--- src/rtl/txhb_pkg.sv ---
// Package: shared types for the transmit holding buffer.
// Assumes: nothing beyond the 1800-2017 language.
package txhb_pkg;

    // Phases of the shift stage.
    typedef enum logic [1:0] {
        SH_IDLE  = 2'd0,   // empty, line high
        SH_ARMED = 2'd1,   // character loaded, waiting for first tick
        SH_SEND  = 2'd2    // frame bits on the line
    } sh_state_e;

    // Number of bits in one frame: start + data + stop.
    function automatic int frame_len(input int data_w);
        return data_w + 2;
    endfunction

endpackage

--- src/rtl/txhb_hold_stage.sv ---
// Module: txhb_hold_stage
// Holding register written from the bus. Captures a character only while
// empty and enabled, and releases it when the shift stage takes it.
// Assumes: take_i is only raised while full_o is 1.
module txhb_hold_stage #(
    parameter int DATA_W = 8
) (
    input  logic              clk,
    input  logic              rst_n,
    input  logic              tx_en,
    input  logic              wr_stb,
    input  logic [DATA_W-1:0] wr_data,
    input  logic              take_i,
    output logic              full_o,
    output logic [DATA_W-1:0] data_o
);

    logic              full_q;
    logic [DATA_W-1:0] data_q;
    logic              accept;

    // A write is accepted only when empty and enabled.
    always_comb begin
        accept = wr_stb && tx_en && !full_q;
    end

    // Holding register and its valid flag.
    always_ff @(posedge clk) begin
        if (!rst_n) begin
            full_q <= 1'b0;
            data_q <= '0;
        end else if (take_i) begin
            full_q <= 1'b0;
        end else if (accept) begin
            full_q <= 1'b1;
            data_q <= wr_data;
        end
    end

    assign full_o = full_q;
    assign data_o = data_q;

    AST_HELD_NOT_OVERWRITTEN: assert property (@(posedge clk) disable iff (!rst_n)
        (full_q && wr_stb) |=> $stable(data_q));
    AST_OFF_STORES_NOTHING: assert property (@(posedge clk) disable iff (!rst_n)
        (!tx_en && !full_q) |=> !full_q);
    AST_TAKE_FREES_SLOT: assert property (@(posedge clk) disable iff (!rst_n)
        take_i |=> !full_q);
    AST_TAKE_NEEDS_CHAR: assert property (@(posedge clk) disable iff (!rst_n)
        take_i |-> full_q);

endmodule

--- src/rtl/txhb_shifter.sv ---
// Module: txhb_shifter
// Shift stage. Frames a loaded character as start, data LSB first, stop,
// advancing one bit per baud tick; the first bit starts at the first tick
// after the load.
// Assumes: load_i is only raised while idle_o is 1.
module txhb_shifter
    import txhb_pkg::*;
#(
    parameter int DATA_W = 8
) (
    input  logic              clk,
    input  logic              rst_n,
    input  logic              tick_i,
    input  logic              load_i,
    input  logic [DATA_W-1:0] load_data,
    output logic              idle_o,
    output logic              txd_o
);

    localparam int FRAME_LEN = frame_len(DATA_W);
    localparam int CNT_W     = $clog2(FRAME_LEN);
    localparam logic [CNT_W-1:0] LAST_BIT = CNT_W'(FRAME_LEN - 1);

    sh_state_e            state_q;
    logic [FRAME_LEN-1:0] frame_q;
    logic [CNT_W-1:0]     cnt_q;
    logic                 txd_q;

    // Frame register, bit counter and line driver.
    always_ff @(posedge clk) begin
        if (!rst_n) begin
            state_q <= SH_IDLE;
            frame_q <= '0;
            cnt_q   <= '0;
            txd_q   <= 1'b1;
        end else begin
            case (state_q)
                SH_IDLE: begin
                    if (load_i) begin
                        frame_q <= {1'b1, load_data, 1'b0};
                        state_q <= SH_ARMED;
                    end
                end
                SH_ARMED: begin
                    if (tick_i) begin
                        txd_q   <= frame_q[0];
                        frame_q <= {1'b0, frame_q[FRAME_LEN-1:1]};
                        cnt_q   <= '0;
                        state_q <= SH_SEND;
                    end
                end
                SH_SEND: begin
                    if (tick_i) begin
                        if (cnt_q == LAST_BIT) begin
                            txd_q   <= 1'b1;
                            state_q <= SH_IDLE;
                        end else begin
                            txd_q   <= frame_q[0];
                            frame_q <= {1'b0, frame_q[FRAME_LEN-1:1]};
                            cnt_q   <= cnt_q + 1'b1;
                        end
                    end
                end
                default: state_q <= SH_IDLE;
            endcase
        end
    end

    assign idle_o = (state_q == SH_IDLE);
    assign txd_o  = txd_q;

    AST_LINE_HIGH_OFF_FRAME: assert property (@(posedge clk) disable iff (!rst_n)
        (state_q != SH_SEND) |-> txd_q);
    AST_START_BIT_LOW: assert property (@(posedge clk) disable iff (!rst_n)
        (state_q == SH_ARMED && tick_i) |=> !txd_q);
    AST_STOP_BIT_HIGH: assert property (@(posedge clk) disable iff (!rst_n)
        (state_q == SH_SEND && cnt_q == LAST_BIT) |-> txd_q);
    AST_LINE_HOLDS_BETWEEN_TICKS: assert property (@(posedge clk) disable iff (!rst_n)
        (state_q == SH_SEND && !tick_i) |=> $stable(txd_q));
    AST_LOAD_ONLY_IDLE: assert property (@(posedge clk) disable iff (!rst_n)
        load_i |-> (state_q == SH_IDLE));

endmodule

--- src/rtl/uart_tx_hold_buf.sv ---
// Module: uart_tx_hold_buf
// Two-stage transmit path: bus-written holding register feeding a framing
// shift stage. Generates the ready and empty status flags and the handover.
// Assumes: baud_tick is a single-cycle pulse in the clk domain.
module uart_tx_hold_buf #(
    parameter int DATA_W = 8
) (
    input  logic              clk,
    input  logic              rst_n,
    input  logic              tx_en,
    input  logic              wr_stb,
    input  logic [DATA_W-1:0] wr_data,
    input  logic              baud_tick,
    output logic              tx_rdy,
    output logic              tx_emp,
    output logic              txd
);

    logic              hold_full;
    logic [DATA_W-1:0] hold_data;
    logic              shift_idle;
    logic              handover;

    // Handover from holding register to shift stage.
    always_comb begin
        handover = shift_idle && hold_full && tx_en;
    end

    // Status flags seen by the bus.
    always_comb begin
        tx_rdy = tx_en && !hold_full;
        tx_emp = !hold_full && shift_idle;
    end

    txhb_hold_stage #(.DATA_W(DATA_W)) i_hold (
        .clk     (clk),
        .rst_n   (rst_n),
        .tx_en   (tx_en),
        .wr_stb  (wr_stb),
        .wr_data (wr_data),
        .take_i  (handover),
        .full_o  (hold_full),
        .data_o  (hold_data)
    );

    txhb_shifter #(.DATA_W(DATA_W)) i_shift (
        .clk       (clk),
        .rst_n     (rst_n),
        .tick_i    (baud_tick),
        .load_i    (handover),
        .load_data (hold_data),
        .idle_o    (shift_idle),
        .txd_o     (txd)
    );

    AST_NO_LOAD_WHILE_OFF: assert property (@(posedge clk) disable iff (!rst_n)
        (!tx_en && shift_idle) |=> shift_idle);
    AST_EMPTY_MEANS_READY: assert property (@(posedge clk) disable iff (!rst_n)
        (tx_emp && tx_en) |-> tx_rdy);
    AST_ACCEPT_LOWERS_READY: assert property (@(posedge clk) disable iff (!rst_n)
        (tx_rdy && wr_stb && !handover) |=> !tx_rdy);

endmodule

--- config.mk ---
export PLATFORM = sky130hd
export DESIGN_NAME = uart_tx_hold_buf
export DESIGN_NICKNAME = d
export VERILOG_FILES = /design/src/rtl/txhb_pkg.sv /design/src/rtl/txhb_hold_stage.sv /design/src/rtl/txhb_shifter.sv /design/src/rtl/uart_tx_hold_buf.sv
export SDC_FILE = /design/constraint.sdc
export NUM_CORES = 1
export LEC_CHECK = 0
export BUFFER_PORTS_ARGS = -buffer_cell sky130_fd_sc_hd__buf_2
export CAP_MARGIN = 25
export CORE_MARGIN = 5
export CORE_UTILIZATION = 35
export CTS_CLUSTER_SIZE = 40
export DETAILED_ROUTE_END_ITERATION = 16
export SYNTH_ARGS = -nofsm -noshare
export SYNTH_HDL_FRONTEND = slang
export SYNTH_SLANG_ARGS = --single-unit
--- constraint.sdc ---
create_clock -name clk -period 2.3 [get_ports clk]
set_clock_uncertainty 0.2 [all_clocks]
set_input_delay 0.46 -clock clk [delete_from_list [all_inputs] [get_ports clk]]
set_output_delay 0.46 -clock clk [all_outputs]
set_load 0.005 [all_outputs]
==> results.md, run 1 <==
- Placed Area: between 1000 and 1500 µm²
- Area grow syn2layout: 14.1%
- GPL Wtd Cong: 0.839
- Drt total wl: about 2400 µm
- Routed len/inst: 11.9 µm
- Slew Limit Fails: 0
- Clk buf depth: 2
- Worst min-delay path class: input pin to register
- Initial antenna violation count: 0
- Drt via density: between 4 and 5
- Req. time, crit path: ~2.3 ns
- Mapped Area: 1320 µm²
- Vias in the first global route: 969
- Static leakage: 0.673 nW
- Total track usage: approximately a tenth
- DRT iter0 DRCs: 54
- Flops & latches, synth: 26
- Nets: roughly 180
- Mean Syn Cell Area: approximately 9.4 µm²
- Routed Antenna Nets: 0
- Chip Height: 71.4 µm
- Fraction of layout cells with a size suffix above 1: 20.1%
- Startpoint types: register
- Crit-path slowest cell: or4_4
- RSZ-0062 raised after global routing: false
- Crit-path cells: inv_1, ha_1, o21ba_4, or4_4, mux2i_1
- Crit path DAT: ~2.1 ns
- Status: complete, no violations
- Post-CTS resize count: 0
- Worst-path fanout max: 10
- Multi-input logic area: 738 µm²
- Worst-Margin Slew: ~0.58 ns
- Ant. Diodes: 0
- GR Overflow Total: 0
- H-Tree Depth: 1
- Post-DP HPWL: 1780 µm
- DR DRC count: 0
- Synth Instances: 140
- TritonCTS clock tree: built
- Power Density: 916 nW/µm²
- Post-synthesis cell type count: 31
- Inserted Clock Buffers: 3
- CTS sink cnt: 26
- Cts hold-fix bufs: 0
- Crit-path max cell delay: 0.64 ns
- Std cell rows: 22
- Period utilization: 92.5%
- CTS clk-pin slew, worst paths: 0.09 ns
- Vias: between 900 and 1000
- Die area: between 5000 and 6000 µm²
- Core area: 3660 µm²
- Design Area, Final: about 1500 µm²
- CTS root buffer: clkbuf_8
- Post-Syn Nets: between 150 and 200
- Die X-Extent: 71.4 µm
- Setup Buffers After CTS: 0
- Largest net degree at the start of global routing: 32
- Pre-antenna DRT Iters: 4
- Kind of critical path: register to register
- Setup violations, final: 0
- Max Freq: 0.470 GHz
- Max-Cap Viols: 0
- Max IR drop VDD: 0.386 mV
- YS warnings: 0
- Fill cells: 366
- First-pass GRT wire length: around 4300 µm
- Min cycle time layout: 2.13 ns
- Final hold vios: 0
- Number of buffers added on ports: 15
- Setup_tns: 0 ns
- FF+latch area: 520 µm²
- Sequential share of the synthesized area: 39.5%
- Clk Latency, worst-skew pair: 0.27 ns
- Initial Util: 36.0%
- CP endpoint kind: register
- Top Ports: 16
- Slew headroom: 61.3%
==> area by class of cell <==
type                            instances  area share [%]
Clock buffer                            3            2.75
Clock inverter                          1            2.00
Inverter                                6            1.50
Multi-Input combinational cell        101            49.1
Sequential cell                        26            34.6
Tap cell                               48            4.00
Timing Repair Buffer                   17            6.00
==> state kept, by name, summed over array words and instances, names as in the netlist <==
| name | flops |
|---|---|
| i_shift.frame_q | 10 |
| i_hold.data_o | 8 |
| i_shift.cnt_q | 4 |
| i_shift.state_q | 2 |
| i_hold.full_o | 1 |
| i_shift.txd_o | 1 |
==> critical path: cells and delay by family, from the launching register on <==
family	cells	cell delay [ns]
flops	1	0.39
fa+ha+maj	1	0.28
buf+inv	1	0.10
compound gates	1	0.24
mux	1	0.16
simple gates	1	0.64
==> power breakdown <==
part	internal, mW	total [mW]	switching, mW
clock	0.233	0.376	0.144
combinational	0.228	0.478	0.250
sequential	0.494	0.522	0.0280
==> cell usage in the layout, fill, tap and decap left out, types with 2 or more instances in the layout <==
master,n
a21oi_1,3
and4b_1,2
buf_2,15
buf_4,2
clkbuf_8,3
dfxtp_1,26
ha_1,7
inv_1,5
mux2_2,8
mux2i_1,21
nand2_1,27
nand2b_1,2
nand3_1,2
nand3b_1,2
nor2_1,8
nor2b_1,3
o211ai_1,2
o21ai_0,2
==> metrics by stage <==
step	std cells	util (%)	power (mW)	hold slack (ns)	setup slack, ns
2_1_floorplan	140	-	0.921	0.235	0.316
3_3_place_gp	198	39.1	1.00	0.244	0.260
3_5_place_dp	198	39.1	1.02	0.253	0.197
4_1_cts	202	41.0	1.40	0.210	0.172
5_1_grt	202	41.0	1.47	0.206	0.0791
6_report	202	41.0	1.38	0.218	0.173
==> synthesized netlist by cell type (all sizes together) <==
master	count	area share, %
nand4	1	0.48
o21bai	1	0.57
a211oi	1	0.57
clkinv	1	0.28
or4	2	1.4
o211ai	2	1.1
a21oi	3	1.1
nand2b	2	0.95
mux2i	21	16
o21ba	1	1.2
and4b	2	1.5
nor2b	3	1.4
o31ai	1	0.57
clkbuf	4	1.1
buf	3	1.6
nor4b	1	0.66
ha	7	6.6
o32ai	1	0.66
mux2	8	6.8
nand3	2	0.76
a21boi	1	0.57
nor3b	1	0.57
inv	5	1.4
nor2	8	2.3
dfxtp	26	40
o21ai	2	0.76
o22ai	1	0.48
nand2	27	7.7
nand3b	2	1.1
==> cell families (layout without fill, tap and decap cells) <==
group | after synthesis | in the layout | share of synthesized area [%]
AO/OA/AOI/OAI | 14 | 14 | 7.69
adder cells (fa/ha/maj) | 7 | 7 | 6.65
buffers and inverters | 13 | 27 | 4.46
multiplexers | 29 | 29 | 22.8
flip-flops | 26 | 26 | 39.5
AND/OR/NAND/NOR | 51 | 51 | 18.9
==> layer usage <==
layer  global-route usage [%]  up-vias  wire [µm]
met3                     3.37        0         75
met1                     12.4      436       1150
met5                        0        -          0
met2                     18.0       11       1170
li1                         -      508          -
met4                    0.626        0          0
==> worst paths after layout <==
path	start	end	slack, ns	depth (start not counted)
setup reg to reg	i_shift.state_q[0]	i_shift.frame_q[9]	0.17	5
hold / removal	wr_data[7]	i_hold.data_o[7]	0.22	3
hold reg to reg	i_shift.frame_q[3]	i_shift.frame_q[3]	0.27	2
setup / recovery	i_shift.state_q[0]	i_shift.frame_q[9]	0.17	5
Note: power is estimated with default switching activity, not from simulation.
==> inputs of run 2 (changes only) <==
--- a/config.mk
+++ b/config.mk
@@ -5,7 +5,7 @@
 export SDC_FILE = /design/constraint.sdc
 export NUM_CORES = 1
 export LEC_CHECK = 0
-export BUFFER_PORTS_ARGS = -buffer_cell sky130_fd_sc_hd__buf_2
+export BUFFER_PORTS_ARGS = -buffer_cell sky130_fd_sc_hd__clkbuf_2
 export CAP_MARGIN = 25
 export CORE_MARGIN = 5
 export CORE_UTILIZATION = 35
@@ -13,4 +13,5 @@
 export DETAILED_ROUTE_END_ITERATION = 16
 export SYNTH_ARGS = -nofsm -noshare
 export SYNTH_HDL_FRONTEND = slang
+export SYNTH_HIERARCHICAL = 1
 export SYNTH_SLANG_ARGS = --single-unit
==> run 2 against run 1 <==
Compared with the run above:
- power shrank 8.3%
- clock-buffer cell count is 1 higher
- maximum frequency decreased by 0.33%
- worst setup slack worse by 0.0070 ns
- die area up 1.5%
- combinational power shrank 6.7%
- synthesized cell count increased by 3.6%
==> results.md, run 2 <==
- Synth Instances: 145 (was 140)
- GR Overflow Total: 0 (unchanged)
- Max-Cap Viols: 0 (unchanged)
- Pre-antenna DRT Iters: 4 (unchanged)
- Worst-Margin Slew: 0.537 ns (was 0.578 ns)
- Startpoint types: register (unchanged)
- First-pass GRT wire length: 3950 µm (was 4260 µm)
- Mean Syn Cell Area: 9.24 µm² (was 9.41 µm²)
- Top Ports: 16 (unchanged)
- Worst-path fanout max: 10 (unchanged)
- Clk Latency, worst-skew pair: 0.27 ns (about the same)
- Ant. Diodes: 0 (unchanged)
- Power, Total: 1.26 mW (was 1.38 mW)
- Initial antenna violation count: 0 (unchanged)
- Post-synth EDFFs: 0 (unchanged)
- Final hold vios: 0 (unchanged)
- Sequential share of the synthesized area: 38.8% (was 39.5%)
- Status: complete, no violations (unchanged)
- Flops & latches, synth: 26 (unchanged)
- Top-count cell post-synth: nand2_1 (unchanged)
- Largest net degree at the start of global routing: 29 (was 32)
- Drt via density: 4.80 (was 4.73)
- H-Tree Depth: 1 (unchanged)
- CTS sink cnt: 26 (unchanged)
- Max IR drop VDD: 0.350 mV (was 0.386 mV)
- Vias in the first global route: 967 (was 969)
- DR DRC count: 0 (unchanged)
- Die X-Extent: 71.9 µm (was 71.4 µm)
- Slew headroom: 63.9% (was 61.3%)
- Std cell rows: 22 (unchanged)
- Post-DP HPWL: 1670 µm (was 1780 µm)
- Worst min-delay path class: input pin to register (unchanged)
- Max reg flops: 10 (unchanged)
- YS warnings: 6 (was 0)
- Initial Util: 36.3% (was 36.0%)
- Post-Syn Nets: 164 (was 160)
- Fill cells: 402 (was 366)
- Synth async-reset ratio: 0% (unchanged)
- Power Density: 848 nW/µm² (was 916 nW/µm²)
- Drt total wl: 2240 µm (was 2390 µm)
- Min cycle time layout: 2.13 ns (about the same)
- Setup Buffers After CTS: 0 (unchanged)
- FF+latch area: 520 µm² (unchanged)
- Req. time, crit path: 2.26 ns (about the same)
- GPL Wtd Cong: 0.687 (was 0.839)
- Multi-input logic area: 743 µm² (was 738 µm²)
- CP endpoint kind: register (unchanged)
- Most frequent cells in the layout: nand2_1, dfxtp_1, mux2i_1, clkbuf_2, mux2_2 (was nand2_1, dfxtp_1, mux2i_1, buf_2)
- Fraction of layout cells with a size suffix above 1: 19.2% (was 20.1%)
- Clk buf depth: 2 (unchanged)
- Inserted Clock Buffers: 3 (unchanged)
- Cts hold-fix bufs: 0 (unchanged)
- RSZ-0062 raised after global routing: false (unchanged)
- CTS clk-pin slew, worst paths: 0.09 ns (about the same)
- Slew Limit Fails: 0 (unchanged)
- Top-area cell type share of the netlist area: 38.8% (was 39.5%)
- Kind of critical path: register to register (unchanged)
- Setup_tns: 0 ns (unchanged)
- Synth area leader: dfxtp_1 (unchanged)
- Dpl cells: 200 (was 198)
- CTS root buffer: clkbuf_8 (unchanged)
- Most flop-heavy register: i_shift/frame_q (was i_shift.frame_q)
- TritonCTS clock tree: built (unchanged)
- Die area: 5170 µm² (was 5090 µm²)
- DRT iter0 DRCs: 18 (was 54)
- Setup violations, final: 0 (unchanged)
- Static leakage: 0.638 nW (was 0.673 nW)
- Crit path DAT: 2.09 ns (about the same)
- Routed len/inst: 11.0 µm (was 11.9 µm)
- Largest cells by area after synthesis: dfxtp_1, mux2i_1, nand2_1 (unchanged)
- Routed Antenna Nets: 0 (unchanged)
- Commonest non-fill, non-tap cell in the layout: nand2_1 (unchanged)
- Post-CTS resize count: 0 (unchanged)
- Total track usage: 9.31% (was 10.1%)
- Synth Flop Type: dfxtp_1 (unchanged)
- Period utilization: 92.8% (was 92.5%)
- Synth cell count leaders: nand2_1, dfxtp_1, mux2i_1 (unchanged)
- Core area: 3690 µm² (was 3660 µm²)
- Max Freq: 0.469 GHz (was 0.470 GHz)
- Number of buffers added on ports: 15 (unchanged)
- Area grow syn2layout: 11.1% (was 14.1%)
- Nets: 176 (was 175)
- Mapped Area: 1340 µm² (was 1320 µm²)
- Chip Height: 71.9 µm (was 71.4 µm)
- Non-filler cells, final: 204 (was 202)
- Vias: 979 (was 955)
- Post-synthesis cell type count: 29 (was 31)
## run 2: changes by cell type in the layout (fill, tap and decap cells not counted), sizes merged, moves of 2 or more
cell	change
buf	-16
clkbuf	+16
nand2	+11
nor2	-8
nor2b	+3
and3	+2
nor3	+2
o21ai	+2
## run 2: worst max-delay path, cell delays in order (launching register included)
cell and delay (ns):
dfxtp_1 0.39, inv_1 0.08, ha_1 0.31, o21ba_1 0.22, or4_4 0.66, mux2i_1 0.16
## run 2: final timing paths
check / from / to / slack [ns] / cells past startpoint
setup reg to reg: i_shift/state_q[0] / i_shift/frame_q[7] / 0.17 / 5
hold reg to reg: i_shift/frame_q[4] / i_shift/frame_q[4] / 0.26 / 2
setup / recovery: i_shift/state_q[0] / i_shift/frame_q[7] / 0.17 / 5
hold / removal: wr_data[5] / i_hold/data_o[5] / 0.22 / 3
## run 2: layer usage
| layer | up-vias | wire length (µm) | global-route usage [%] |
|---|---|---|---|
| met4 | 0 | 5 | 1.25 |
| li1 | 513 | - | - |
| met1 | 447 | 1070 | 10.3 |
| met3 | 2 | 105 | 3.51 |
| met2 | 17 | 1060 | 17.2 |
| met5 | - | 0 | 0 |
## run 2: kinds of logic after synthesis
family	share of synthesized area, %
flops	38.8
compound gates	6.26
simple gates	21.9
buf+inv	5.69
mux	21.7
fa+ha+maj	5.60
## run 2: area by class of cell
class / instances / share of cell area [%]
Multi-Input combinational cell: 106 / 49.9
Sequential cell: 26 / 35.0
Timing Repair Buffer: 16 / 6.39
Tap cell: 48 / 4.03
Clock buffer: 4 / 3.70
Inverter: 4 / 1.01
## run 2: per-stage QoR
| step | util, % | hold WS, ns | worst slack (ns) | cell area (µm²) |
|---|---|---|---|---|
| after floorplan | - | 0.232 | 0.285 | 1340 |
| after global placement | 38.9 | 0.242 | 0.251 | 1430 |
| after detailed placement | 38.9 | 0.254 | 0.182 | 1430 |
| after CTS | 40.4 | 0.206 | 0.167 | 1490 |
| after global routing | 40.4 | 0.211 | 0.0306 | 1490 |
| final | 40.4 | 0.215 | 0.166 | 1490 |
## run 2: where the power goes
part           switching (mW)  internal (mW)
Combinational           0.226          0.220
Sequential             0.0294          0.495
Clock                   0.139          0.153
Total                   0.395          0.868
==> inputs of run 3 (changes only) <==
--- a/config.mk
+++ b/config.mk
@@ -11,6 +11,7 @@
 export CORE_UTILIZATION = 35
 export CTS_CLUSTER_SIZE = 40
 export DETAILED_ROUTE_END_ITERATION = 16
+export SETUP_SLACK_MARGIN = 0.5
 export SYNTH_ARGS = -nofsm -noshare
 export SYNTH_HDL_FRONTEND = slang
 export SYNTH_HIERARCHICAL = 1
==> run 3 against run 2 <==
Compared with the run above:
- first-iteration DRC count is 110% higher
- register-to-register slack improved by 0.21 ns
- die area did not move
- clock-buffer cell count did not move
- clock power about the same
- cell count is 2.5% higher
- final area increased by 6.9%
- critical path type unchanged
- maximum frequency rose by 11%
- utilization up 2.8 points
- sequential share of layout area is 1.7 points lower
- worst hold slack lost 0.00066 ns
- power increased by 12%
==> results.md, run 3 (synthesis gave the netlist of run 2 again) <==
- Largest net degree at the start of global routing: 32 (was 29)
- CTS sink cnt: 26 (unchanged)
- H-Tree Depth: 1 (unchanged)
- Slew Limit Fails: 0 (unchanged)
- First-pass GRT wire length: 4480 µm (was 3950 µm)
- Fraction of layout cells with a size suffix above 1: 29.2% (was 19.2%)
- Pre-antenna DRT Iters: 4 (unchanged)
- Die area: 5170 µm² (unchanged)
- Power Density: 892 nW/µm² (was 848 nW/µm²)
- Nets: 181 (was 176)
- Drt via density: 5.00 (was 4.80)
- TritonCTS clock tree: built (unchanged)
- Max-Cap Viols: 0 (unchanged)
- Setup violations, final: 0 (unchanged)
- Top Ports: 16 (unchanged)
- Routed Antenna Nets: 0 (unchanged)
- Clk buf depth: 2 (unchanged)
- Number of buffers added on ports: 15 (unchanged)
- Status: complete, no violations (unchanged)
- CP endpoint kind: register (unchanged)
- Area grow syn2layout: 18.8% (was 11.1%)
- Std cell rows: 22 (unchanged)
- Max Freq: 0.520 GHz (was 0.469 GHz)
- Slew headroom: 62.0% (was 63.9%)
- DRT iter0 DRCs: 38 (was 18)
- Period utilization: 83.6% (was 92.8%)
- Startpoint types: register (unchanged)
- Most frequent cells in the layout: nand2_1, dfxtp_1, mux2i_1, clkbuf_2, mux2_2 (unchanged)
- Ant. Diodes: 0 (unchanged)
- GR Overflow Total: 0 (unchanged)
- Vias in the first global route: 1001 (was 967)
- Inserted Clock Buffers: 3 (unchanged)
- Commonest non-fill, non-tap cell in the layout: nand2_1 (unchanged)
- Total track usage: 10.8% (was 9.31%)
- Worst-Margin Slew: 0.570 ns (was 0.537 ns)
- Core area: 3690 µm² (unchanged)
- Dpl cells: 201 (was 200)
- Max reg flops: 10 (unchanged)
- CTS root buffer: clkbuf_8 (unchanged)
- Post-DP HPWL: 1790 µm (was 1670 µm)
- Non-filler cells, final: 209 (was 204)
- Setup_tns: 0 ns (unchanged)
- Min cycle time layout: 1.92 ns (was 2.13 ns)
- Req. time, crit path: 2.26 ns (about the same)
- Worst-path fanout max: 5 (was 10)
- Clk Latency, worst-skew pair: 0.27 ns (about the same)
- Drt total wl: 2600 µm (was 2240 µm)
- Crit path DAT: 1.88 ns (was 2.09 ns)
- Routed len/inst: 12.4 µm (was 11.0 µm)
- RSZ-0062 raised after global routing: true (was false)
- Max IR drop VDD: 0.410 mV (was 0.350 mV)
- Initial antenna violation count: 0 (unchanged)
- DR DRC count: 0 (unchanged)
- Die X-Extent: 71.9 µm (unchanged)
- Worst min-delay path class: input pin to register (unchanged)
- Chip Height: 71.9 µm (unchanged)
- Kind of critical path: register to register (unchanged)
- Finished Core Util: 43.1% (was 40.4%)
- CTS clk-pin slew, worst paths: 0.09 ns (about the same)
- Most flop-heavy register: i_shift/frame_q (unchanged)
- GPL Wtd Cong: 0.691 (was 0.687)
- Final hold vios: 0 (unchanged)
- Initial Util: 36.3% (unchanged)
- Cells on Worst Hold Path: 3 (unchanged)
- Vias: 1044 (was 979)
- Static leakage: 0.662 nW (was 0.638 nW)
- Worst R2R Path Depth: 6 (was 5)
-- run 3: timing repair --
item	in CTS	in global routing
gates cloned	1	0
pin swaps	2	3
resized for setup	12	5
hold endpoints to repair	0	0
hold buffers	0	0
setup buffers	1	2
setup endpoints to repair	24	20
-- run 3: layout make-up --
type | instances | area, µm²
multi-input combinational | 107 | 815
sequential | 26 | 529
fill | 392 | 2100
tap | 48 | 60.1
inverter | 4 | 20.0
timing repair buffer | 20 | 113
clock buffer | 4 | 55.1
-- run 3: final timing paths --
kind | from | endpoint | slack, ns
setup / recovery | i_shift/state_q[0] | i_shift/frame_q[4] | 0.38
hold / removal | wr_data[6] | i_hold/data_o[6] | 0.21
setup reg to reg | i_shift/state_q[0] | i_shift/frame_q[4] | 0.38
hold reg to reg | i_hold/data_o[7] | i_hold/data_o[7] | 0.26
-- run 3: critical path, cell delays in order (launching register included) --
cell,delay (ns)
dfxtp_4,0.38
inv_4,0.08
ha_4,0.15
and3_4,0.21
nor2b_4,0.05
or4_4,0.59
mux2i_1,0.14
-- run 3: metal layers --
layer	track usage, %	share of wire [%]	vias to the layer above
met5	0	0	-
met3	3.65	4.0	4
met4	3.76	1.2	0
met2	18.4	49	19
li1	-	-	530
met1	12.7	45	491
-- run 3: stage by stage --
| step | worst slack [ns] | power (mW) | area (µm²) | hold WS [ns] |
|---|---|---|---|---|
| global route | 0.332 | 1.51 | 1590 | 0.211 |
| floorplan | 0.350 | 0.951 | 1370 | 0.232 |
| detailed placement | 0.245 | 1.01 | 1450 | 0.248 |
| CTS | 0.403 | 1.39 | 1560 | 0.208 |
| finish | 0.376 | 1.42 | 1590 | 0.215 |
| global placement | 0.307 | 0.995 | 1450 | 0.241 |
-- run 3: report_power, final --
part | leakage, nW | switching (mW) | internal, mW
sequential | 0.213 | 0.0434 | 0.502
combinational | 0.420 | 0.268 | 0.314
clock | 0.0288 | 0.140 | 0.153
